<file path="src/rtl/charlcd_pkg.sv">
package charlcd_pkg;
  typedef enum logic [3:0] {
    OP_NONE, OP_CLEAR, OP_HOME, OP_ENTRY, OP_DISP, OP_SHIFT, OP_FUNC,
    OP_CGADR, OP_DDADR, OP_STATUS, OP_DWR, OP_DRD, OP_KWR, OP_KRD
  } op_e;

  localparam logic [1:0] RS_CTR  = 2'b00;
  localparam logic [1:0] RS_CMD  = 2'b10;
  localparam logic [1:0] RS_DATA = 2'b11;
endpackage

</file>
<file path="src/rtl/charlcd_decode.sv">
module charlcd_decode
  import charlcd_pkg::*;
(
  input  logic [1:0] rs,
  input  logic       rw,
  input  logic [7:0] d,
  output op_e        op
);
  always_comb begin
    op = OP_NONE;
    case (rs)
      RS_CMD: begin
        if (rw)        op = OP_STATUS;
        else if (d[7]) op = OP_DDADR;
        else if (d[6]) op = OP_CGADR;
        else if (d[5]) op = OP_FUNC;
        else if (d[4]) op = OP_SHIFT;
        else if (d[3]) op = OP_DISP;
        else if (d[2]) op = OP_ENTRY;
        else if (d[1]) op = OP_HOME;
        else if (d[0]) op = OP_CLEAR;
      end
      RS_DATA: op = rw ? OP_DRD : OP_DWR;
      RS_CTR:  op = rw ? OP_KRD : OP_KWR;
      default: op = OP_NONE;
    endcase
  end
endmodule

</file>
<file path="src/rtl/charlcd_busy_timer.sv">
module charlcd_busy_timer #(
  parameter int LONG_TICKS  = 410,
  parameter int SHORT_TICKS = 10
) (
  input  logic clk,
  input  logic rst,
  input  logic start,
  input  logic long_sel,
  input  logic tick,
  output logic busy
);
  localparam int CW = $clog2(LONG_TICKS + 1);
  localparam logic [CW-1:0] LONG_C  = CW'(LONG_TICKS);
  localparam logic [CW-1:0] SHORT_C = CW'(SHORT_TICKS);
  localparam logic [CW-1:0] ONE_C   = CW'(1);

  logic [CW-1:0] cnt;

  always_ff @(posedge clk) begin
    if (rst) begin
      busy <= 1'b0;
      cnt  <= '0;
    end else if (start) begin
      busy <= 1'b1;
      cnt  <= long_sel ? LONG_C : SHORT_C;
    end else if (busy && tick) begin
      if (cnt == ONE_C) busy <= 1'b0;
      cnt <= cnt - ONE_C;
    end
  end
endmodule

</file>
<file path="src/rtl/charlcd_addr_ctr.sv">
module charlcd_addr_ctr #(
  parameter int AW = 7
) (
  input  logic          clk,
  input  logic          rst,
  input  logic          zero,
  input  logic          load,
  input  logic [AW-1:0] load_val,
  input  logic          load_cg,
  input  logic          step,
  input  logic          inc,
  output logic [AW-1:0] ac,
  output logic          cg_sel
);
  localparam logic [AW-1:0] ONE_A = AW'(1);

  always_ff @(posedge clk) begin
    if (rst || zero) begin
      ac     <= '0;
      cg_sel <= 1'b0;
    end else if (load) begin
      ac     <= load_val;
      cg_sel <= load_cg;
    end else if (step) begin
      ac <= inc ? ac + ONE_A : ac - ONE_A;
    end
  end
endmodule

</file>
<file path="src/rtl/charlcd_cmd_unit.sv">
module charlcd_cmd_unit
  import charlcd_pkg::*;
#(
  parameter int AW          = 7,
  parameter int LONG_TICKS  = 410,
  parameter int SHORT_TICKS = 10
) (
  input  logic          clk,
  input  logic          rst,
  input  logic          bus_valid,
  input  logic [1:0]    bus_rs,
  input  logic          bus_rw,
  input  logic [7:0]    bus_wdata,
  output logic [7:0]    bus_rdata,
  input  logic          osc_tick,
  output logic          busy,
  output logic          entry_inc,
  output logic          entry_shift,
  output logic          disp_on,
  output logic          cursor_on,
  output logic          blink_on,
  output logic          bus8,
  output logic          two_line,
  output logic          font_tall,
  output logic [7:0]    contrast,
  output logic [AW-1:0] ram_addr,
  output logic          ram_cg,
  input  logic [7:0]    ram_rdata,
  output logic          ram_we,
  output logic [AW-1:0] ram_waddr,
  output logic          ram_wcg,
  output logic [7:0]    ram_wdata,
  output logic          clear_stb,
  output logic          home_stb,
  output logic          shift_stb,
  output logic          shift_disp,
  output logic          shift_right
);
  localparam int DW = 8;

  op_e           op;
  logic          acc;
  logic [AW-1:0] ac;
  logic          cg_sel;
  logic [AW-1:0] load_val;

  charlcd_decode u_dec (.rs(bus_rs), .rw(bus_rw), .d(bus_wdata), .op(op));

  assign acc      = bus_valid && (op != OP_NONE) && (!busy || op == OP_STATUS);
  assign load_val = (op == OP_CGADR) ? {1'b0, bus_wdata[AW-2:0]} : bus_wdata[AW-1:0];

  charlcd_busy_timer #(.LONG_TICKS(LONG_TICKS), .SHORT_TICKS(SHORT_TICKS)) u_busy (
    .clk(clk), .rst(rst),
    .start(acc && op != OP_STATUS),
    .long_sel(op == OP_CLEAR || op == OP_HOME),
    .tick(osc_tick), .busy(busy)
  );

  charlcd_addr_ctr #(.AW(AW)) u_ac (
    .clk(clk), .rst(rst),
    .zero(acc && (op == OP_CLEAR || op == OP_HOME)),
    .load(acc && (op == OP_DDADR || op == OP_CGADR)),
    .load_val(load_val), .load_cg(op == OP_CGADR),
    .step(acc && (op == OP_DWR || op == OP_DRD)),
    .inc(entry_inc), .ac(ac), .cg_sel(cg_sel)
  );

  assign ram_addr = ac;
  assign ram_cg   = cg_sel;

  always_ff @(posedge clk) begin
    if (rst) begin
      entry_inc   <= 1'b1;
      entry_shift <= 1'b0;
      disp_on     <= 1'b0;
      cursor_on   <= 1'b0;
      blink_on    <= 1'b0;
      bus8        <= 1'b1;
      two_line    <= 1'b0;
      font_tall   <= 1'b0;
      contrast    <= '0;
      bus_rdata   <= '0;
      ram_we      <= 1'b0;
      ram_waddr   <= '0;
      ram_wcg     <= 1'b0;
      ram_wdata   <= '0;
      clear_stb   <= 1'b0;
      home_stb    <= 1'b0;
      shift_stb   <= 1'b0;
      shift_disp  <= 1'b0;
      shift_right <= 1'b0;
    end else begin
      ram_we    <= 1'b0;
      clear_stb <= 1'b0;
      home_stb  <= 1'b0;
      shift_stb <= 1'b0;
      if (acc) begin
        case (op)
          OP_CLEAR: clear_stb <= 1'b1;
          OP_HOME:  home_stb  <= 1'b1;
          OP_ENTRY: begin
            entry_inc   <= bus_wdata[1];
            entry_shift <= bus_wdata[0];
          end
          OP_DISP: begin
            disp_on   <= bus_wdata[2];
            cursor_on <= bus_wdata[1];
            blink_on  <= bus_wdata[0];
          end
          OP_SHIFT: begin
            shift_stb   <= 1'b1;
            shift_disp  <= bus_wdata[3];
            shift_right <= bus_wdata[2];
          end
          OP_FUNC: begin
            bus8      <= bus_wdata[4];
            two_line  <= bus_wdata[3];
            font_tall <= bus_wdata[2];
          end
          OP_STATUS: begin
            bus_rdata           <= '0;
            bus_rdata[DW-1]     <= busy;
            bus_rdata[AW-1:0]   <= ac;
          end
          OP_DWR: begin
            ram_we    <= 1'b1;
            ram_waddr <= ac;
            ram_wcg   <= cg_sel;
            ram_wdata <= bus_wdata;
          end
          OP_DRD:  bus_rdata <= ram_rdata;
          OP_KWR:  contrast  <= bus_wdata;
          OP_KRD:  bus_rdata <= contrast;
          default: ;
        endcase
      end
    end
  end
endmodule

</file>
<file path="config.mk">
export PLATFORM = sky130hd
export DESIGN_NAME = charlcd_cmd_unit
export DESIGN_NICKNAME = d
export VERILOG_FILES = /design/src/rtl/charlcd_pkg.sv /design/src/rtl/charlcd_decode.sv /design/src/rtl/charlcd_busy_timer.sv /design/src/rtl/charlcd_addr_ctr.sv /design/src/rtl/charlcd_cmd_unit.sv
export SDC_FILE = /design/constraint.sdc
export NUM_CORES = 1
export LEC_CHECK = 0
export ABC_AREA = 1
export BUFFER_PORTS_ARGS = -buffer_cell sky130_fd_sc_hd__buf_4
export CAP_MARGIN = 20
export CORE_MARGIN = 1
export CORE_UTILIZATION = 40
export CTS_BUF_LIST = sky130_fd_sc_hd__clkbuf_4 sky130_fd_sc_hd__clkbuf_8 sky130_fd_sc_hd__clkbuf_16
export DETAILED_ROUTE_END_ITERATION = 8
export PLACE_DENSITY = 0.63
export SLEW_MARGIN = 20
export SYNTH_ARGS = -nofsm -noshare
export SYNTH_HDL_FRONTEND = slang
export SYNTH_SLANG_ARGS = --single-unit
</file>
<file path="constraint.sdc">
create_clock -name clk -period 3.48 [get_ports clk]
set_input_delay 0.696 -clock clk [delete_from_list [all_inputs] [get_ports clk]]
set_output_delay 0.696 -clock clk [all_outputs]
set_load 0.1 [all_outputs]
</file>
After elaboration in Yosys (flattened, before gate mapping)
Cells that the tools add are included.
Storage, ports and cells
  bits in registers: 64
  bits of input ports: 23
  output and inout bits: 55
  word-level logic and storage cells: 99
Cells by class
  $add $sub $neg: 3
  eq/ne operators: 17
  muxes and demuxes: 27
  bitwise operators: 1
  reduce and logical (&&, ||, !) cells: 28
Operator list (count)
  two-way mux 4 bit: 8
  two-way mux 7 bit: 4
  two-way mux 9 bit: 3
  equality test 4 bit, second input constant: 6
  case mux 8 bit (3 select lines): 1
  equality test 4 x 3 -> 1 bit, second input constant: 4
  AND reduction 2 bit: 8
  case mux 4 bit (3 select lines): 1
  two-way mux 1 bit: 10
  equality test 9 x 1 -> 1 bit, second input constant: 1
  subtractor 9 x 1 -> 9 bit, second input constant: 1
  equality test 4 x 2 -> 1 bit, second input constant: 2
  adder 7 x 1 -> 7 bit, second input constant: 1
  logical AND 1 bit: 7
  subtractor 7 x 1 -> 7 bit, second input constant: 1
  nonzero test 2 bit: 3
  logical OR 1 bit: 5
  equality test 2 bit, second input constant: 2
  equality test 4 x 1 -> 1 bit, second input constant: 1
  != test 4 bit, second input constant: 1
  nonzero test 4 bit: 1
  nonzero test 3 bit: 1
  logical NOT 2 bit: 1
  OR reduction 2 bit: 1
  other kinds (2): 2

Longest topological paths before layout
Gate-level depths: netlist of run 1.
  depth in word-level cells: 16
  depth in mapped cells: 20
  depth with buffers taken out: 19

Hierarchy
Synthesis of run 1 repeated with hierarchy kept, for this count alone.
Unflattened totals
  cells, all modules: 563
  area total of the unflattened synthesis: 3578.4 um^2
Modules (own cells, without submodules)
  charlcd_cmd_unit: instances 1, cells an instance 351, area an instance 2215.9 um^2, seq. area each 920.9 um^2
  charlcd_addr_ctr: instances 1, cells an instance 92, area an instance 626.9 um^2, seq. area each 160.2 um^2
  charlcd_busy_timer: instances 1, cells an instance 84, area an instance 538.0 um^2, seq. area each 200.2 um^2
  charlcd_decode: instances 1, cells an instance 36, area an instance 197.7 um^2, seq. area each 0.0 um^2

Worst setup path before layout of run 1
Ideal clock, no wire load.
  kind: reg2reg
  from: register entry_inc
  to: register u_ac.ac[5]
  setup time: 0.109 ns
  data arrival time: 2.683 ns
  data required time: 3.371 ns
  setup slack: 0.688 ns
  stages on the path, launching flop included: 14
  path buffers: 0
  period minus slack after synthesis: 2.792 ns
  cells stage by stage: dfxtp_1 inv_1 ha_1 nand2_1 nor2_1 a211oi_1 nor2_1 o21ai_0 nand2_1 xor2_1 nand2_1 nand3_1 nand2_1 inv_1
Between the ends
  cells in the longest elaborated chain, start to end: 3
Ends and longest elaborated chain
  from (decl): line charlcd_cmd_unit.sv:17  | output logic entry_inc,
  from (signal assigned): line charlcd_cmd_unit.sv:102  | entry_inc <= bus_wdata[1];
  two-way mux 7 bit: line charlcd_addr_ctr.sv:25  | ac <= inc ? ac + ONE_A : ac - ONE_A;
  two-way mux 7 bit: line charlcd_addr_ctr.sv:24  | end else if (step) begin
  two-way mux 7 bit: line charlcd_addr_ctr.sv:21  | end else if (load) begin
  to (signal assigned): line charlcd_addr_ctr.sv:22  | ac <= load_val;
  to (signal assigned): line charlcd_addr_ctr.sv:25
  to (decl): line charlcd_addr_ctr.sv:12  | output logic [AW-1:0] ac,
No other way between the ends. The select of a mux whose other input is x is not followed.
A chain may end at the register's enable or synchronous reset.

Worst setup path in the final report of run 1
  from: input port bus_rs[0]
  to: register u_ac.ac[4]
Between the ends
  cells in the longest elaborated chain, start to end: 7
  elaborated cells on any way between the ends: 24
  those cells by class: 9 x eq/ne; 2 x mux; 13 x reduce/logical
Ends and longest elaborated chain
  from (decl): line charlcd_cmd_unit.sv:11  | input logic [1:0] bus_rs,
  equality test 2 bit / logical NOT 2 bit (equally long branches): line charlcd_decode.sv:11  | case (rs)
  case mux 4 bit (3 select lines) *: line charlcd_decode.sv:11
  equality test 4 bit / nonzero test 4 bit (equally long branches): line charlcd_cmd_unit.sv:49  | assign acc = bus_valid && (op != OP_NONE) && (!busy || op == OP_STATUS);
  logical OR 1 bit / logical AND 1 bit (equally long branches): line charlcd_cmd_unit.sv:49
  logical AND 1 bit: line charlcd_cmd_unit.sv:49
  logical AND 1 bit, on equally long branches: line charlcd_cmd_unit.sv:62, charlcd_cmd_unit.sv:61, charlcd_cmd_unit.sv:64
  two-way mux 7 bit (tied with other cells): line charlcd_addr_ctr.sv:21
Every way passes the cells marked *; elsewhere a longest branch is shown, timed or not.

==> flow_summary.ini, run 1 <==
[synthesis]
synth_cell_types = 27
yosysWarnings = 0
synth.most_common_cell = nand2_1
synth_edf_count = 0
synth_commonest_cells = nand2_1, inv_1, dfxtp_1
ys_async_sr_fraction_pct = 0
synth_seq_area_share_pct = 38.2
syn_area_per_cell_um2 = 6.76
syn_area_mm2 = 0.00335
synth_nets = 531
ys_seq_elements = 64
ys.flop_type = dfxtp_1
yosysTopAreaCellShare_pct = 38.2
yosys.area.top_type = dfxtp_1
syn_inst = 496
synthTopCellsByArea = dfxtp_1, nand2_1, inv_1

[route]
vias = 3318
dr.first_iter.drc_count = 134
dr.pass1.iters = 4
drc = 0
routedWlPerCell_um = 13.6
wirelength_mm = 9.32
vias_per_cell = 4.85
ant_nets = 0

[clock_tree]
cts-htree-levels = 3
cts_setup_buffers = 0
clk_latency_ns = 0.34
cts_tree = built
ctsLongestPathBuffers = 2
holdBufCountCts = 0
cts_root_buffer = clkbuf_8
cts.sinks = 64
numCtsBuffers = 9
post_cts_resized = 0
clkSlewWorstSetupHoldPaths_ns = 0.07

[placed_design]
dpl_cell_area_mm2 = 0.00403
numPortBuffers = 77
hpwl_mm = 6.97
globalplace.congestion = 0.941

[final_layout]
fin_util_pct = 51.5
antennaDiodeCount = 0
fin_nets = 609
area_growth_pct = 25.5
drive_gt1_share_pct = 19.9
design_area_mm2 = 0.00421

[status]
status = complete, no violations

[timing]
finalSetupViolCount = 0
hold_viol = 0
tightest_slew_ns = 0.531
min_period_over_period_pct = 82.1
max-slew-margin-rel_pct = 64.6
slew_viol_final = 0
timing.setup.tns_ns = 0
clock.fmax_mhz = 350
fin_crit_ns = 2.86
rsz0062_at_grt = no
whs_ns = 0.445
final.setup_skew_ns = 0.00846

[worst_setup_path]
worst-endpoint-arrival_ns = 3.10
critPathRequiredTime_ns = 3.73
timing.rr.start = entry_inc
crit_cells = 16
endpoint = u_ac.ac[4]
crit_type = in2reg
path_cells = buf_4 > inv_1 > ha_1 > o21ai_1 > a21oi_2 > inv_1 > nor2_4 > nand4_2 > nand2_2 > inv_2 > nor2_8 > nand2_1 > nand2_1 > a21oi_1 > nand2_1 > inv_1
critPathSlowestCell = nor2_8
slowest_delay_ns = 0.31
start_kind = input port
r2r-end = u_ac.ac[5]
cp_num_buf_inv = 5
endpoint_kind = flop
worstPathMaxFanout = 28
ff2ff_setup_slack_ns = 1.26
cp-startpoint = bus_rs[0]
cp_top_family = simple AND/OR/NAND/NOR gates
reg2reg_depth = 13

[die]
pin_count = 78
dieArea_mm2 = 0.00875
start_util_pct = 41.0
die_h_um = 93.6
die_w_um = 93.6
core_mm2 = 0.00818
floorplan.rows = 33

[global_routing]
grt_pass1_vias = 3042
grt.overflow.total = 0
grt_max_degree = 34
antenna_found_initial = 0
grt_pass1_wl_mm = 15.2
track_usage_pct = 22.8

[hold_path]
holdCritPathClass = reg2reg

[power]
powerDensity_mw_per_mm2 = 438
power_w = 0.00184
p_leak_nw = 2.07
peakVddDrop_uv = 240

[job]
max_cap_violations = 0
routing by layer:
metal	vias up	share of wire, %	GRT usage [%]
met5	-	0	0
met3	10	6.7	5.77
li1	1736	-	-
met2	100	44	34.4
met1	1472	49	31.6
met4	0	1.1	7.69
tightest hold or removal path: cells and delay by family, from the launching register on:
family	cells	cell delay [ns]
AOI/OAI and AO/OA	1	0.05
buffers and inverters	1	0.05
DFF	1	0.31
logic make-up (layout without fill, tap and decap cells):
logic type	Yosys count	count (layout)	synth area share (%)
adder cells (fa/ha/maj)	12	12	4.70
AO/OA/AOI/OAI	88	88	14.4
buffers and inverters	99	182	11.3
XOR/XNOR	9	9	2.35
AND/OR/NAND/NOR	224	224	29.1
flip-flops	64	64	38.2
area by class of cell:
| type | instances | area [um2] |
|---|---|---|
| Clock inverter | 3 | 17.5 |
| Inverter | 86 | 323 |
| Multi-Input combinational cell | 333 | 1690 |
| Clock buffer | 13 | 160 |
| Tap cell | 105 | 131 |
| Timing Repair Buffer | 80 | 601 |
| Fill cell | 864 | 3970 |
| Sequential cell | 64 | 1280 |
worst min-delay path by stage:
stage,cells after the start,to,startpoint
3_3_place_gp,2,ram_waddr[2],ram_waddr[2]
5_1_grt,2,ram_wdata[7],ram_wdata[7]
4_1_cts,2,ram_wdata[2],ram_wdata[2]
6_report,2,ram_waddr[6],ram_waddr[6]
2_1_floorplan,3,u_busy.cnt[0],u_busy.cnt[0]
3_5_place_dp,2,ram_waddr[6],ram_waddr[6]
where the power goes:
group / internal, W / switching (W) / leakage (nW)
Clock: 0.000300 / 0.000282 / 0.0937
Sequential: 0.000764 / 0.0000274 / 0.519
Combinational: 0.000125 / 0.000345 / 1.46
stage by stage:
| stage | setup slack [ns] | std cells |
|---|---|---|
| after floorplan | 0.688 | 496 |
| after global placement | 0.367 | 668 |
| after detailed placement | 0.277 | 668 |
| after CTS | 0.643 | 684 |
| after global routing | 0.268 | 684 |
| final | 0.624 | 684 |
state kept, by name, summed over array words and instances, names as in the netlist:
signal	flops
ram_wdata	8
blink_on	1
u_busy.busy	1
cursor_on	1
u_busy.cnt	9
home_stb	1
entry_shift	1
ram_we	1
bus8	1
contrast	8
entry_inc	1
shift_stb	1
shift_right	1
u_ac.ac	7
shift_disp	1
disp_on	1
ram_waddr	7
ram_wcg	1
u_ac.cg_sel	1
bus_rdata	8
two_line	1
clear_stb	1
font_tall	1
cell usage in the layout (no fill, tap or decap), drive strengths merged:
cell / count
o211ai: 12
or2: 1
nand3b: 1
xnor2: 2
inv: 86
nand4: 9
dfxtp: 64
nand2: 118
clkinv: 2
buf: 80
o21ai: 25
clkbuf: 13
nor3: 6
a21oi: 48
ha: 11
nand3: 39
fa: 1
clkinvlp: 1
a211oi: 3
xor2: 7
nor2: 50
Note: power is estimated with default switching activity, not from simulation.
==> run 2: changes to the inputs <==
==> constraint.sdc (replaced) <==
create_clock -name clk -period 2.8 [get_ports clk]
set_input_delay 0.56 -clock clk [delete_from_list [all_inputs] [get_ports clk]]
set_output_delay 0.56 -clock clk [all_outputs]
set_load 0.1 [all_outputs]
==> run 2 against run 1 <==
Final cell count is 0.88% higher. Setup slack worse by 0.27 ns. Register-to-register slack worse by 0.66 ns. Clock skew hardly changed. Routed wire length is 1.6% higher. Largest cell class unchanged. Highest routed layer unchanged.
==> flow_summary.ini, run 2 (synthesized netlist as in run 1, its figures left out) <==
[worst_setup_path]
timing.rr.start = entry_inc
endpoint_kind = flop
slowest_delay_ns = 0.22
cp_num_buf_inv = 5
critPathRequiredTime_ns = 3.04
worst-endpoint-arrival_ns = 2.68
worstPathMaxFanout = 19
critPathSlowestCell = nor2_8
crit_type = in2reg
cp_top_family = simple AND/OR/NAND/NOR gates
cp-startpoint = bus_rs[0]
start_kind = input port
path_cells = buf_4 > inv_1 > ha_1 > o21ai_1 > a21oi_2 > inv_1 > nor2_4 > nand4_2 > nand2_2 > inv_2 > nor2_8 > nand2_2 > nand2_1 > inv_2 > nor2_1 > nor2_1

[clock_tree]
cts.sinks = 64
clkSlewWorstSetupHoldPaths_ns = 0.07
numCtsBuffers = 9
cts_setup_buffers = 0
clk_latency_ns = 0.34
cts_tree = built
holdBufCountCts = 0
post_cts_resized = 0
cts-htree-levels = 3
ctsLongestPathBuffers = 2
cts_root_buffer = clkbuf_8

[final_layout]
design_area_mm2 = 0.00426
area_growth_pct = 27.0
largest_reg_flops = 9
fin_nets = 616
fin_util_pct = 52.1
antennaDiodeCount = 0
fillers = 836
layout_commonest_cell = nand2_1
regMostFlops = u_busy.cnt
final_cell_mix = nand2_1, buf_4, inv_1
drive_gt1_share_pct = 20.7

[power]
powerDensity_mw_per_mm2 = 541
peakVddDrop_uv = 245
p_leak_nw = 2.11

[status]
status = complete, no violations

[die]
pin_count = 78
start_util_pct = 41.0
die_w_um = 93.6
floorplan.rows = 33
dieArea_mm2 = 0.00875
core_mm2 = 0.00818
die_h_um = 93.6

[global_routing]
grt_pass1_vias = 3018
grt.overflow.total = 0
track_usage_pct = 22.9
grt_max_degree = 34
grt_pass1_wl_mm = 15.1
antenna_found_initial = 0

[route]
wirelength_mm = 9.47
dr.pass1.iters = 4
dr.first_iter.drc_count = 179
vias_per_cell = 4.84
ant_nets = 0
routedWlPerCell_um = 13.7
vias = 3341
drc = 0

[hold_path]
holdCritPathClass = reg2reg
holdCritStartpoint = ram_waddr[4]

[timing]
min_period_over_period_pct = 87.3
rsz0062_at_grt = no
slew_viol_final = 0
whs_ns = 0.444
fin_crit_ns = 2.44
finalSetupViolCount = 0
tightest_slew_ns = 0.518
timing.setup.tns_ns = 0
hold_viol = 0
final.setup_skew_ns = 0.00819
max-slew-margin-rel_pct = 65.2
clock.fmax_mhz = 409

[job]
max_cap_violations = 0

[placed_design]
dpl_cell_area_mm2 = 0.00408
globalplace.congestion = 0.910
hpwl_mm = 7.11
numPortBuffers = 77
run 2: worst paths after layout:
check / slack [ns] / end / depth (start not counted)
worst min register to register: 0.44 / ram_waddr[4] / 2
worst max-delay path: 0.36 / u_busy.cnt[7] / 16
worst min-delay path: 0.44 / ram_waddr[4] / 2
worst max register to register: 0.60 / u_ac.ac[5] / 13
run 2: cell type report:
type | count | area [um2] | area share (%)
clock buffers | 12 | 159 | 3.73
clock inverters | 3 | 17.5 | 0.411
inverters | 86 | 323 | 7.58
multi-input cells | 333 | 1690 | 39.8
flip-flops and latches | 64 | 1280 | 30.1
well taps | 105 | 131 | 3.08
repair buffers | 87 | 653 | 15.3
run 2: metrics by stage:
step / cells / total power (W) / worst slack (ns)
2_1_floorplan: 496 / 0.00144 / 0.00805
3_3_place_gp: 675 / 0.00159 / 0.114
3_5_place_dp: 675 / 0.00160 / 0.00624
4_1_cts: 690 / 0.00233 / 0.378
5_1_grt: 690 / 0.00242 / 0.106
6_report: 690 / 0.00230 / 0.356
run 2: routing by layer:
layer / GRT usage [%] / vias up / wire length [um]
li1: - / 1751 / -
met1: 30.4 / 1491 / 4560
met2: 35.4 / 90 / 4170
met3: 5.85 / 9 / 580
met4: 9.49 / 0 / 158
met5: 0 / - / 0
run 2: worst reg2reg max path, delay by kind of cell (launching register included):
kind                       cells  cell delay (ns)
and+or+nand+nor                7             0.52
AOI/OAI and AO/OA              2             0.45
DFF                            1             0.39
adders and majority gates      1             0.38
buffers and inverters          2             0.19
xor gates and xnor gates       1             0.15
run 2: where the power goes:
group | internal (W) | switching, W
sequential | 0.000950 | 0.0000350
clock | 0.000372 | 0.000353
combinational | 0.000165 | 0.000430
total | 0.00149 | 0.000817
==> run 3: changes to the inputs <==
--- a/config.mk
+++ b/config.mk
@@ -8,7 +8,7 @@
 export ABC_AREA = 1
 export BUFFER_PORTS_ARGS = -buffer_cell sky130_fd_sc_hd__buf_4
 export CAP_MARGIN = 20
-export CORE_MARGIN = 1
+export CORE_MARGIN = 2
 export CORE_UTILIZATION = 40
 export CTS_BUF_LIST = sky130_fd_sc_hd__clkbuf_4 sky130_fd_sc_hd__clkbuf_8 sky130_fd_sc_hd__clkbuf_16
 export DETAILED_ROUTE_END_ITERATION = 8
==> run 3 against run 2 <==
Clock power fell by 1%. Routed wire length fell by 0.56%. Sequential cell count did not move. Largest cell class unchanged. Critical endpoint is now u_busy.cnt[8]. Final cell count rose by 0.43%. Global-route usage fell by 1.4 points. Power fell by 0.29%.
==> flow_summary.ini, run 3 (synthesized netlist as in run 1, its figures left out) <==
[status]
status = complete, no violations

[power]
p_leak_nw = 2.12
p_sw_w = 0.000806
power_frac_clock_pct = 31.1
seqPwrFrac_pct = 42.9
power.internal_w = 0.00149
powerDensity_mw_per_mm2 = 537
peakVddDrop_uv = 228
swShare_pct = 35.1
combPwrFrac_pct = 26.0

[global_routing]
antenna_found_initial = 0
grt.overflow.total = 0
grt_pass1_vias = 3034
grt_pass1_wl_mm = 15.0
grt_max_degree = 34
track_usage_pct = 21.6

[timing]
clock.fmax_mhz = 410
slew_viol_final = 0
max-slew-margin-rel_pct = 69.9
fin_crit_ns = 2.44
tightest_slew_ns = 0.448
finalSetupViolCount = 0
setup_ws_ns = 0.358
min_period_over_period_pct = 87.2
rsz0062_at_grt = no
hold_viol = 0
final.setup_skew_ns = 0.00441

[worst_setup_path]
worst-endpoint-arrival_ns = 2.68
start_kind = input port
worstPathMaxFanout = 20
critPathRequiredTime_ns = 3.04
endpoint_kind = flop
crit_type = in2reg

[final_layout]
final_cell_mix = nand2_1, buf_4, inv_1
fillers = 857
fin_nets = 618
largest_reg_flops = 9
drive_gt1_share_pct = 21.1
multi_input_area_mm2 = 0.00169
regArea_mm2 = 0.00128
regMostFlops = u_busy.cnt
area_growth_pct = 27.5
antennaDiodeCount = 0
layout_commonest_cell = nand2_1
design_area_mm2 = 0.00428

[placed_design]
preCtsSetupSlack_ns = -0.00278
globalplace.congestion = 0.881
dpl_cell_area_mm2 = 0.00410
numPortBuffers = 77
hpwl_mm = 7.28

[route]
drc = 0
vias_per_cell = 4.89
ant_nets = 0
wirelength_mm = 9.41
vias = 3386
dr.pass1.iters = 4
routedWlPerCell_um = 13.6
dr.first_iter.drc_count = 108

[clock_tree]
cts_setup_buffers = 0
holdBufCountCts = 0
cts.sinks = 64
cts-htree-levels = 3
cts_tree = built
clkSlewWorstSetupHoldPaths_ns = 0.07
ctsLongestPathBuffers = 2
clk_latency_ns = 0.34
numCtsBuffers = 9
post_cts_resized = 0
cts_root_buffer = clkbuf_8

[die]
floorplan.rows = 33
core_mm2 = 0.00818
dieArea_mm2 = 0.00913
pin_count = 78
start_util_pct = 41.0
die_w_um = 95.6
die_h_um = 95.6

[job]
max_cap_violations = 0

[hold_path]
holdCritPathClass = reg2reg
run 3: cell types whose count changed in the layout (fill, tap and decap cells not counted):
cell | previous run | this run
clkbuf_8 | 11 | 10
clkbuf_4 | 1 | 3
buf_4 | 87 | 89
run 3: cell type report:
type,count,area share (%)
clock buffer,13,3.75
clock inverter,3,0.410
inverter,86,7.55
multi-input combinational,333,39.6
sequential,64,30.0
tap,105,3.07
timing repair buffer,89,15.6
run 3: per-layer routing:
metal  GRT usage, %  part of all wire (%)  routed length (um)  vias up
li1               -                     -                   -     1761
met1           29.6                    48                4530     1505
met2           33.5                    45                4250      108
met3           4.43                   5.8                 547       12
met4           7.74                  0.99                  93        0
met5              0                     0                   0        -
run 3: worst max-delay path, stage by stage:
cell and delay, ns:
buf_4 0.12, inv_1 0.11, ha_1 0.20, o21ai_1 0.09
a21oi_2 0.20, inv_1 0.13, nor2_4 0.17, nand4_2 0.14
nand2_2 0.10, inv_2 0.06, nor2_8 0.24, nand2_2 0.24
nand2_1 0.13, inv_2 0.05, nor2_1 0.10, nor2_1 0.04
run 3: power by group through the flow:
stage / Sequential [W] / Clock (W) / Combinational [W]
global placement: 0.00101 / 0 / 0.000594
global route: 0.000989 / 0.000773 / 0.000652
detailed placement: 0.00101 / 0 / 0.000597
CTS: 0.000986 / 0.000735 / 0.000598
floorplan: 0.00118 / 0 / 0.000262
finish: 0.000985 / 0.000715 / 0.000598
run 3: final timing paths:
kind                start             to  slack [ns]  depth (start not counted)
max reg2reg     entry_inc     u_ac.ac[5]        0.56                         13
max             bus_rs[0]  u_busy.cnt[8]        0.36                         16
min          ram_wdata[7]   ram_wdata[7]        0.44                          2
min reg2reg  ram_wdata[7]   ram_wdata[7]        0.44                          2
run 3: through the flow:
stage	std cells	hold WS [ns]	utilization, %	total power [W]	setup TNS (ns)
floorplan	496	0.517	-	0.00144	0
global placement	677	0.432	50.1	0.00160	0
detailed placement	677	0.436	50.1	0.00160	-0.00278
CTS	693	0.445	52.3	0.00232	0
global route	693	0.464	52.3	0.00241	0
finish	693	0.444	52.3	0.00230	0
